## src/rtl/phase_seq_pkg.sv

```systemverilog
package phase_seq_pkg;

  localparam int OPC_W   = 2;
  localparam int N_PHASE = 8;
  localparam int PH_W    = $clog2(N_PHASE);

  // phases at which sequencing departs from a plain step
  localparam int PH_FETCH_MEM = 2;
  localparam int PH_ADDR      = 5;
  localparam int PH_OPER      = 6;
  localparam int PH_LAST      = N_PHASE - 1;

  typedef enum logic [OPC_W-1:0] {
    OPK_LOAD  = 2'b00,
    OPK_STORE = 2'b01,
    OPK_ADD   = 2'b10,
    OPK_BRAN  = 2'b11
  } opk_e;

  typedef struct packed {
    logic ld;
    logic st;
    logic add;
    logic brn;
  } op_dec_t;

  typedef struct packed {
    logic pc_clr;
    logic pc_inc;
    logic pc_to_mar;
    logic mar_to_abus;
    logic mdb_to_mbr;
    logic mbr_to_mdb;
    logic mbr_to_ir;
    logic mbr_to_ac;
    logic ac_to_mbr;
    logic ac_add_mbr;
    logic irad_to_mar;
    logic irad_to_pc;
    logic mem_req;
    logic mem_rd;
  } xfer_t;

  // instruction kinds that touch memory in the operand phase
  function automatic logic uses_mem(input op_dec_t d);
    return d.ld | d.st | d.add;
  endfunction

  // instruction kinds that read memory in the operand phase
  function automatic logic reads_mem(input op_dec_t d);
    return d.ld | d.add;
  endfunction

endpackage

```

## src/rtl/op_decoder.sv

```systemverilog
module op_decoder
  import phase_seq_pkg::*;
(
  input  logic [OPC_W-1:0] op_field,
  output op_dec_t          dec
);

  always_comb begin
    dec = '0;
    unique case (opk_e'(op_field))
      OPK_LOAD:  dec.ld  = 1'b1;
      OPK_STORE: dec.st  = 1'b1;
      OPK_ADD:   dec.add = 1'b1;
      OPK_BRAN:  dec.brn = 1'b1;
      default:   dec     = '0;
    endcase
  end

endmodule

```

## src/rtl/sign_tracker.sv

```systemverilog
module sign_tracker (
  input  logic clk,
  input  logic rst,
  input  logic sign_in,
  output logic neg_q
);

  always_ff @(posedge clk) begin
    if (rst) neg_q <= 1'b0;
    else     neg_q <= sign_in;
  end

endmodule

```

## src/rtl/phase_timer.sv

```systemverilog
module phase_timer
  import phase_seq_pkg::*;
(
  input  logic               clk,
  input  logic               rst,
  input  logic               mem_wait,
  input  op_dec_t            dec,
  input  logic               cond_neg,
  output logic [N_PHASE-1:0] phase_oh
);

  logic [PH_W-1:0] ph_q;
  logic [PH_W-1:0] ph_d;

  always_comb begin
    ph_d = ph_q + 1'b1;
    unique case (ph_q)
      PH_W'(PH_FETCH_MEM): if (mem_wait) ph_d = ph_q;
      PH_W'(PH_ADDR):      if (dec.brn && !cond_neg) ph_d = '0;
      PH_W'(PH_OPER): begin
        if (uses_mem(dec) && mem_wait) ph_d = ph_q;
        else if (dec.brn || dec.st)    ph_d = '0;
      end
      PH_W'(PH_LAST):      ph_d = '0;
      default:             ph_d = ph_q + 1'b1;
    endcase
  end

  always_ff @(posedge clk) begin
    if (rst) ph_q <= '0;
    else     ph_q <= ph_d;
  end

  for (genvar i = 0; i < N_PHASE; i++) begin : g_oh
    assign phase_oh[i] = (ph_q == PH_W'(i));
  end

endmodule

```

## src/rtl/xfer_strobe_gen.sv

```systemverilog
module xfer_strobe_gen
  import phase_seq_pkg::*;
(
  input  logic               rst,
  input  logic [N_PHASE-1:0] ph,
  input  op_dec_t            dec,
  output xfer_t              x
);

  always_comb begin
    x = '0;
    if (rst) begin
      x.pc_clr = 1'b1;
    end else begin
      x.pc_inc      = ph[0];
      x.pc_to_mar   = ph[0];
      x.mbr_to_ir   = ph[4];
      x.mem_req     = ph[PH_FETCH_MEM] | (ph[PH_OPER] & uses_mem(dec));
      x.mar_to_abus = x.mem_req;
      x.mdb_to_mbr  = ph[PH_FETCH_MEM] | (ph[PH_OPER] & reads_mem(dec));
      x.mem_rd      = ~(ph[PH_OPER] & dec.st);
      x.irad_to_mar = ph[PH_ADDR] & uses_mem(dec);
      x.ac_to_mbr   = ph[PH_ADDR] & dec.st;
      x.mbr_to_mdb  = ph[PH_OPER] & dec.st;
      x.irad_to_pc  = ph[PH_OPER] & dec.brn;
      x.mbr_to_ac   = ph[PH_LAST] & dec.ld;
      x.ac_add_mbr  = ph[PH_LAST] & dec.add;
    end
  end

endmodule

```

## src/rtl/phase_seq_ctrl.sv

```systemverilog
module phase_seq_ctrl
  import phase_seq_pkg::*;
(
  input  logic             clk,
  input  logic             rst,
  input  logic             mem_wait,
  input  logic [OPC_W-1:0] ir_op,
  input  logic             ac_msb,
  output logic [7:0]       t_state,
  output logic             pc_clr,
  output logic             pc_inc,
  output logic             pc_to_mar,
  output logic             mar_to_abus,
  output logic             mdb_to_mbr,
  output logic             mbr_to_mdb,
  output logic             mbr_to_ir,
  output logic             mbr_to_ac,
  output logic             ac_to_mbr,
  output logic             ac_add_mbr,
  output logic             irad_to_mar,
  output logic             irad_to_pc,
  output logic             mem_req,
  output logic             mem_rd
);

  op_dec_t            dec;
  logic               sign_neg;
  logic [N_PHASE-1:0] phase_oh;
  xfer_t              xf;

  // named events for the checker
  logic is_mem;
  logic is_brn;
  assign is_mem = uses_mem(dec);
  assign is_brn = dec.brn;

  op_decoder u_dec (
    .op_field (ir_op),
    .dec      (dec)
  );

  sign_tracker u_sign (
    .clk     (clk),
    .rst     (rst),
    .sign_in (ac_msb),
    .neg_q   (sign_neg)
  );

  phase_timer u_tmr (
    .clk      (clk),
    .rst      (rst),
    .mem_wait (mem_wait),
    .dec      (dec),
    .cond_neg (sign_neg),
    .phase_oh (phase_oh)
  );

  xfer_strobe_gen u_xfer (
    .rst (rst),
    .ph  (phase_oh),
    .dec (dec),
    .x   (xf)
  );

  assign t_state     = phase_oh;
  assign pc_clr      = xf.pc_clr;
  assign pc_inc      = xf.pc_inc;
  assign pc_to_mar   = xf.pc_to_mar;
  assign mar_to_abus = xf.mar_to_abus;
  assign mdb_to_mbr  = xf.mdb_to_mbr;
  assign mbr_to_mdb  = xf.mbr_to_mdb;
  assign mbr_to_ir   = xf.mbr_to_ir;
  assign mbr_to_ac   = xf.mbr_to_ac;
  assign ac_to_mbr   = xf.ac_to_mbr;
  assign ac_add_mbr  = xf.ac_add_mbr;
  assign irad_to_mar = xf.irad_to_mar;
  assign irad_to_pc  = xf.irad_to_pc;
  assign mem_req     = xf.mem_req;
  assign mem_rd      = xf.mem_rd;

endmodule

```

## config.mk

```make
export PLATFORM = sky130hd
export DESIGN_NAME = phase_seq_ctrl
export DESIGN_NICKNAME = d
export VERILOG_FILES = /design/src/rtl/phase_seq_pkg.sv /design/src/rtl/op_decoder.sv /design/src/rtl/sign_tracker.sv /design/src/rtl/phase_timer.sv /design/src/rtl/xfer_strobe_gen.sv /design/src/rtl/phase_seq_ctrl.sv
export SDC_FILE = /design/constraint.sdc
export NUM_CORES = 1
export LEC_CHECK = 0
export BUFFER_PORTS_ARGS = -buffer_cell sky130_fd_sc_hd__buf_2
export CAP_MARGIN = 5
export CORE_AREA = 4 4 41 43
export DETAILED_ROUTE_END_ITERATION = 10
export DIE_AREA = 0 0 45 47
export PLACE_DENSITY = 0.82
export RECOVER_POWER = 100
export SLEW_MARGIN = 10
export SYNTH_ARGS = -nofsm -noshare
export SYNTH_HDL_FRONTEND = slang
export SYNTH_SLANG_ARGS = --single-unit
```

## constraint.sdc

```tcl
create_clock -name clk -period 1.3 [get_ports clk]
set_input_delay 0.26 -clock clk [delete_from_list [all_inputs] [get_ports clk]]
set_output_delay 0.26 -clock clk [all_outputs]
set_load 0.01 [all_outputs]
```

==> results list, run 1 <==
- Area added between synthesis and finish: 94.2%
- In the routed design, unresolved DRC markers number 0.
* Finished layout cell area: 921 µm²
- In this run the number of H-tree levels came out at 1.
- Max VDD drop: 964 µV
- In this run the worst path has a maximum fanout of 4.
- The synthesized netlist devotes between 10% and 20% of its cell area to compound gates.
* Vias in the first global route: roughly 530
* Endpoint arrival time on the critical path: between 1 and 1.5 ns
- Post-Synthesis Cell Area: between 400 and 500 µm²
- TritonCTS built the clock tree.
* Number of enable flip-flop cells after synthesis: 0
* Final design utilization: a little over two thirds
- Failing checks: negative setup slack
* Warning count from the yosys run: 0
- STA classifies the critical path startpoint as a register.
- RSZ-0062 raised after global routing: yes
- Final setup skew: a little over 0.0006 ns
* Power per cell area: 1420 mW/mm²
- The hold violation total from the final report is 0.
* Highest attainable clock frequency: about 0.63 GHz
- Area post-placement: ~650 µm²
* Clock sink total: 4
- Clock-pin slew on the worst setup and hold paths: ~0.040 ns
* Chip Height: between 40 and 50 µm
- Register area share after synthesis: 16.9%
* Most used DFF post-synth: sky130_fd_sc_hd__dfxtp_1
- Number of standard cells after synthesis: 63
- The die covers 0.00212 mm².
* Worst hold-check path type: primary input to register
- Boundary pin count: 28
* Share of final-layout standard cells stronger than drive strength 1: 77.3%
* Buffers on Ports: 27
- The initial antenna violation count was 0.
- Data on the critical path is required at its endpoint by between 1 and 1.5 ns.
* Final setup vio count: 23
* Tcrit/Tclk final: 121%
* # Max-Cap Violations: 0
* Worst Setup Slack, final: -0.278 ns
- The synthesized netlist devotes between 10% and 20% of its cell area to adder and majority cells.
- Antenna cells: 0
- Transition at the pin with the smallest max-transition slack: 0.307 ns
- Summing internal, switching and leakage power gives 1.31 mW.
- Worst hold-check slack: between 0.2 and 0.25 ns
- Xor and xnor fraction of the mapped netlist area: ~1.8%
- CTS Buf Count: 3
* Gr usage total: between 10% and 20%
- Multiplexer cells account for between 2 and 2.5% of the synthesized area.
- Largest net degree at the start of global routing: 14
- At the end of the flow, the number of nets in the layout was 110.
* Type of the worst setup path: register to output port
- Site row count: 13
* Synthesized net count: 74
- Total wirelength of the detailed-routed design: approximately 1700 µm
- The longest clock path from root to sink contains 2 buffers.
* Clock root buffer: sky130_fd_sc_hd__clkbuf_4
- Once detail routing completed, the nets flagged for antenna violations numbered 0.
- Dividing the synthesized area by the synthesized cell count gives roughly 7.5 µm².
- Post-synthesis simple-gate area fraction: about two fifths
- STA classifies the critical path endpoint as an output port.
* Result of the run: finished with violations
* Starting density of the core: between 30% and 40%
- Area of the core: 0.00130 mm²
- Global-route wire length before repair: ~2400 µm
- After synthesis, the largest family of logic cells by area is simple AND/OR/NAND/NOR gates.
- After synthesis, the share of flip-flops with an asynchronous set or reset is 0%.
* Latest clock arrival within the worst-skew pair: between 0.2 and 0.25 ns
* HPWL after detailed placement: around 940 µm
- Yosys reg bits: 4
- Leakage component of the power: about 0.47 nW
- The max-slew violation count is 0.
- GP Congestion: roughly 0.86
- OpenSTA, run right after detailed placement, puts the worst setup slack at -0.104 ns.
* Via count normalized by instance count: between 4 and 5
- Routed wirelength normalized by instance count: about 15 µm
- The die is 45 µm wide.
* First-pass iteration count of the detailed router: 4
- Vias: roughly 560
- Measured against its own limit, the worst slew margin works out to around four fifths.
- Total global routing overflow: 0
- After layout, the minimum clock period comes to between 1.5 and 2 ns.
- Number of distinct library cells after synthesis: 27
- For this block, the initial DRC count from the detailed router was 1.
[area by class of cell]
class / count / area (µm²)
clock buffers: 3 / 22.5
fillers: 100 / 380
repair buffers: 38 / 265
multi-input cells: 47 / 499
well taps: 15 / 18.8
flip-flops and latches: 4 / 91.3
inverters: 5 / 23.8
[placed cells by master (no fill, tap or decap), types with 3 or more instances in the layout]
cell type,n
sky130_fd_sc_hd__buf_6,8
sky130_fd_sc_hd__buf_4,10
sky130_fd_sc_hd__ha_4,4
sky130_fd_sc_hd__nor2b_1,4
sky130_fd_sc_hd__buf_2,20
sky130_fd_sc_hd__nor2b_4,4
sky130_fd_sc_hd__clkbuf_4,3
sky130_fd_sc_hd__nand2_4,4
sky130_fd_sc_hd__nor2_2,3
sky130_fd_sc_hd__dfxtp_4,3
[repair_timing]
| item | 4_1_cts | 5_1_grt |
|---|---|---|
| hold endpoints to repair | 0 | 0 |
| pin swaps | 8 | 4 |
| cloned | 0 | 0 |
| endpoints found under the setup margin | 24 | 24 |
| setup buffers | 4 | 2 |
| gates resized for setup | 29 | 20 |
| hold buffers | 0 | 0 |
[cells by family after synthesis]
group,Yosys count
AND/OR/NAND/NOR,33
adder cells (fa/ha/maj),5
buffers and inverters,12
AO/OA/AOI/OAI,7
flip-flops,4
multiplexers,1
XOR/XNOR,1
[worst max-delay path, stage by stage, from the launching register on]
cell	delay, ns
sky130_fd_sc_hd__dfxtp_4	0.39
sky130_fd_sc_hd__inv_4	0.05
sky130_fd_sc_hd__ha_4	0.16
sky130_fd_sc_hd__and2_4	0.17
sky130_fd_sc_hd__nand2_4	0.08
sky130_fd_sc_hd__nor2_4	0.03
sky130_fd_sc_hd__nor2_2	0.07
sky130_fd_sc_hd__buf_2	0.13
[per-stage QoR]
stage                     instances  setup TNS (ns)
after floorplan                  63               0
after global placement          104          -0.107
after detailed placement        104          -0.651
after CTS                       111           -3.97
after global routing            112           -5.35
final                           112           -4.15
[per-layer routing]
metal,up-vias,share of wire [%],wire length [µm],track usage [%]
li1,274,-,-,-
met5,-,0,0,0
met3,4,5.6,92,3.45
met2,18,52,857,26.0
met4,0,2.2,37,11.7
met1,263,40,665,18.1
[synth_stat cells, drive strengths merged, types with 2 or more instances]
cell type	count	area (µm²)
nor4b	2	17.5
nor2b	8	50.1
inv	5	18.8
dfxtp	4	80.1
nand3	2	15.0
buf	6	50.0
nand2	5	18.8
nor2	6	22.5
ha	5	62.6
a21oi	4	23.8
and2	2	12.5
nor3b	3	22.5
[worst paths after layout]
path / start / to / slack, ns / cells past startpoint
worst max-delay path: u_tmr.ph_q[0] / mem_rd / -0.28 / 7
worst min-delay path: ac_msb / u_sign.neg_q / 0.23 / 2
worst min register to register: u_tmr.ph_q[2] / u_tmr.ph_q[2] / 0.76 / 3
worst max register to register: u_tmr.ph_q[0] / u_tmr.ph_q[1] / -0.12 / 8
[state kept, by name, summed over array words and instances, names as in the netlist]
register	flops
u_tmr.ph_q	3
u_sign.neg_q	1
[power by group]
part / leakage [nW] / internal [mW] / switching, mW
Clock: 0.0138 / 0.104 / 0.0589
Combinational: 0.421 / 0.476 / 0.405
Sequential: 0.0350 / 0.175 / 0.0871
(Power assumes the default switching activity.)
==> run 2: changes to the inputs <==
--- a/config.mk
+++ b/config.mk
@@ -8,9 +8,10 @@
 export BUFFER_PORTS_ARGS = -buffer_cell sky130_fd_sc_hd__buf_2
 export CAP_MARGIN = 5
 export CORE_AREA = 4 4 41 43
+export CTS_CLUSTER_DIAMETER = 30
 export DETAILED_ROUTE_END_ITERATION = 10
 export DIE_AREA = 0 0 45 47
-export PLACE_DENSITY = 0.82
+export PLACE_DENSITY_LB_ADDON = 0.25
 export RECOVER_POWER = 100
 export SLEW_MARGIN = 10
 export SYNTH_ARGS = -nofsm -noshare
==> constraint.sdc (replaced) <==
create_clock -name clk -period 2 [get_ports clk]
set_input_delay 0.4 -clock clk [delete_from_list [all_inputs] [get_ports clk]]
set_output_delay 0.4 -clock clk [all_outputs]
set_load 0.01 [all_outputs]
==> run 2 against run 1 <==
Compared with the run above:
- final cell count is 9.8% lower
- sequential cell count did not move
- clock skew about the same
- largest cell class unchanged
- register-to-register slack better by 0.71 ns
- the run now ends clean
- total power shrank 60%
- first-iteration DRC count increased to 3.0 times the previous value
- critical path depth shrank 1
- count of clock-buffer cells in the layout did not move
==> results list, run 2 (same netlist as run 1, synthesis figures left out) <==
- The actual slew at the worst max-slew pin came to 0.274 ns (-0.0329 ns).
- The cell sitting at the root of the clock tree is a sky130_fd_sc_hd__clkbuf_4.
- Endpoint arrival time on the critical path: 1.46 ns (+0.14 ns)
- Starting density of the core: 36.4% (unchanged)
* First-pass iteration count of the detailed router: 4 (unchanged)
* Buffers on Ports: 27 (unchanged)
- Library cell contributing the largest single delay on the critical path: sky130_fd_sc_hd__dfxtp_2
- Finished layout cell area: 581 µm² (-37%)
- The number of nets in the layout was 99 (-10%).
- The iteration-0 DRC count of the detailed router is 3 (+2).
* DRC viols: 0 (unchanged)
- Leaving out fill and tap cells, the most frequent cell in the layout is sky130_fd_sc_hd__clkbuf_1.
* Worst hold-check path type: primary input to register
* Data required time of the worst path: 1.60 ns (+0.56 ns)
- GP Congestion: 0.823 (-3.8%)
* Clock sink total: 4 (unchanged)
* Setup TNS: 0 ns (+4.15 ns)
* Share of final-layout standard cells stronger than drive strength 1: 20.9% (-56 points)
- Setup repair after global routing left no endpoint under its margin.
- Chain of cells forming the critical path: inv_1 > ha_1 > and2_1 > nand2_1 > nor3_1 > buf_2
* Tcrit/Tclk final: between 90 and 100%
* Highest attainable clock frequency: roughly 0.54 GHz
* CTS H-tree depth: 1 (unchanged)
- The row count is 13 (unchanged).
* Total count of max-transition violations in the final report: 0 (unchanged)
- Area post-placement: 574 µm² (-12%)
- The top-level I/O count is 28 (unchanged).
* Most flops, register: u_tmr.ph_q
* Worst-case register-to-register setup slack: 0.59 ns (+0.71 ns)
- Routed wirelength normalized by instance count: 11.5 µm (-22%)
- CTS Buf Count: 3 (unchanged)
* Largest register FFs: 3 (unchanged)
* Chip Height: 47 µm (unchanged)
- Placed instance count: 98 (-5.8%)
* Critical path's largest stage delay: 0.33 ns (-0.06 ns)
- Latest clock arrival within the worst-skew pair: 0.24 ns (about the same)
- CTS hold repair buffers: 0 (unchanged)
* Result of the run: completed
- Total global routing overflow: 0 (unchanged)
- Largest net degree at the start of global routing: 18 (+4)
- Remaining number of nets flagged by the antenna check after routing: 0 (unchanged)
* Leading registers by flop count: u_tmr.ph_q (3), u_sign.neg_q (1)
* Max VDD drop: 397 µV (-59%)
* Max Fanout on Critical Path: 5 (+1)
* Area of the core: 0.00130 mm² (unchanged)
- HPWL after detailed placement: 899 µm (-4.3%)
- Total wirelength of the detailed-routed design: 1160 µm (-30%)
- From synthesis to final layout, the design area changed by 22.4%.
- In the layout the commonest cells are 17 x sky130_fd_sc_hd__clkbuf_1, 10 x sky130_fd_sc_hd__buf_2, 8 x sky130_fd_sc_hd__nor2b_1.
- Worst Setup Slack, final: 0.142 ns (+0.421 ns)
- The wire length of the first global-routing pass is 1870 µm (-22%).
- Gr usage total: 12.3% (-3.5 points)
- Vias in the first global route: 398 (-25%)
- The total vias in the final route is 475 (-15%).
- The power density normalized to cell area is 903 mW/mm² (-36%).
- The initial antenna violation count came to 0 (unchanged).
* Type of the worst setup path: register to output port
- # Max-Cap Violations: 0 (unchanged)
* Non-filler instance count after layout: 101 (-9.8%)
* Filler Cells Inserted: 151 (+51%)
- DIE AREA: 0.00212 mm² (unchanged)
- The clock-pin slew reported for the worst setup and hold paths after clock tree synthesis came to 0.04 ns (about the same).
- Clock tree from TritonCTS: done
- Counting I/O delays and the setup requirement, the final critical path takes around 1.9 ns.
- Critical path launch point type: register
- The static leakage was 0.255 nW (-46%).
- The worst slack at placement came to 0.370 ns (+0.474 ns).
- Final setup skew: 0.00103 ns (+0.000410 ns)
- The worst setup path is captured at an output port.
* Via count normalized by instance count: 4.70 (-5.8%)
- Antenna cells: 0 (unchanged)
* Buffer depth of the longest clock path: 2 (unchanged)
- Worst slew margin relative to its limit: 81.7% (+2.2 points)
- Final hold violation count: 0 (unchanged)
* Final design utilization: 44.6% (-26 points)
* Final setup vio count: 0 (-100%)
* Overall die width: 45 µm (unchanged)
run 2: cell count changes in the layout (fill, tap and decap cells not counted), sizes merged:
cell	delta
buf	-28
clkbuf	+17
run 2: path summary, 6_finish.rpt:
kind,endpoint,from,cells past startpoint
worst max register to register,u_tmr.ph_q[2],u_tmr.ph_q[1],5
worst min-delay path,u_sign.neg_q,ac_msb,2
worst min register to register,u_tmr.ph_q[1],u_tmr.ph_q[1],2
worst max-delay path,mbr_to_mdb,u_tmr.ph_q[0],6
run 2: worst max-delay path: cells and delay by family (launching register included):
| family | cells | cell delay, ns |
|---|---|---|
| DFF | 1 | 0.33 |
| adders and majority gates | 1 | 0.24 |
| and+or+nand+nor | 3 | 0.39 |
| buffers and inverters | 2 | 0.27 |
run 2: cell type report:
type                       instances  area (µm²)  area share [%]
multi-input combinational         47         324            55.8
timing repair buffer              27         114            19.6
sequential                         4        82.6            14.2
clock buffer                       3        22.5            3.88
inverter                           5        18.8            3.23
tap                               15        18.8            3.23
run 2: what timing repair did:
item	4_1_cts	5_1_grt
setup endpoints to repair	0	4
buffers inserted	0	0
gates resized for setup	0	3
run 2: where the power goes:
group	switching, mW	internal, mW
clock	0.0324	0.0671
combinational	0.163	0.119
sequential	0.0380	0.105
total	0.233	0.291
run 2: metal layers:
layer	part of all wire (%)	GRT usage [%]	vias up
met5	0	0	-
met4	0.69	7.02	0
met3	8.4	4.98	2
met2	44	16.4	17
met1	47	16.5	205
li1	-	-	251
run 2: per-stage QoR:
| step | power (mW) | hold slack (ns) |
|---|---|---|
| after floorplan | 0.353 | 0.528 |
| after global placement | 0.434 | 0.583 |
| after detailed placement | 0.438 | 0.578 |
| after CTS | 0.544 | 0.371 |
| after global routing | 0.588 | 0.384 |
| final | 0.524 | 0.376 |
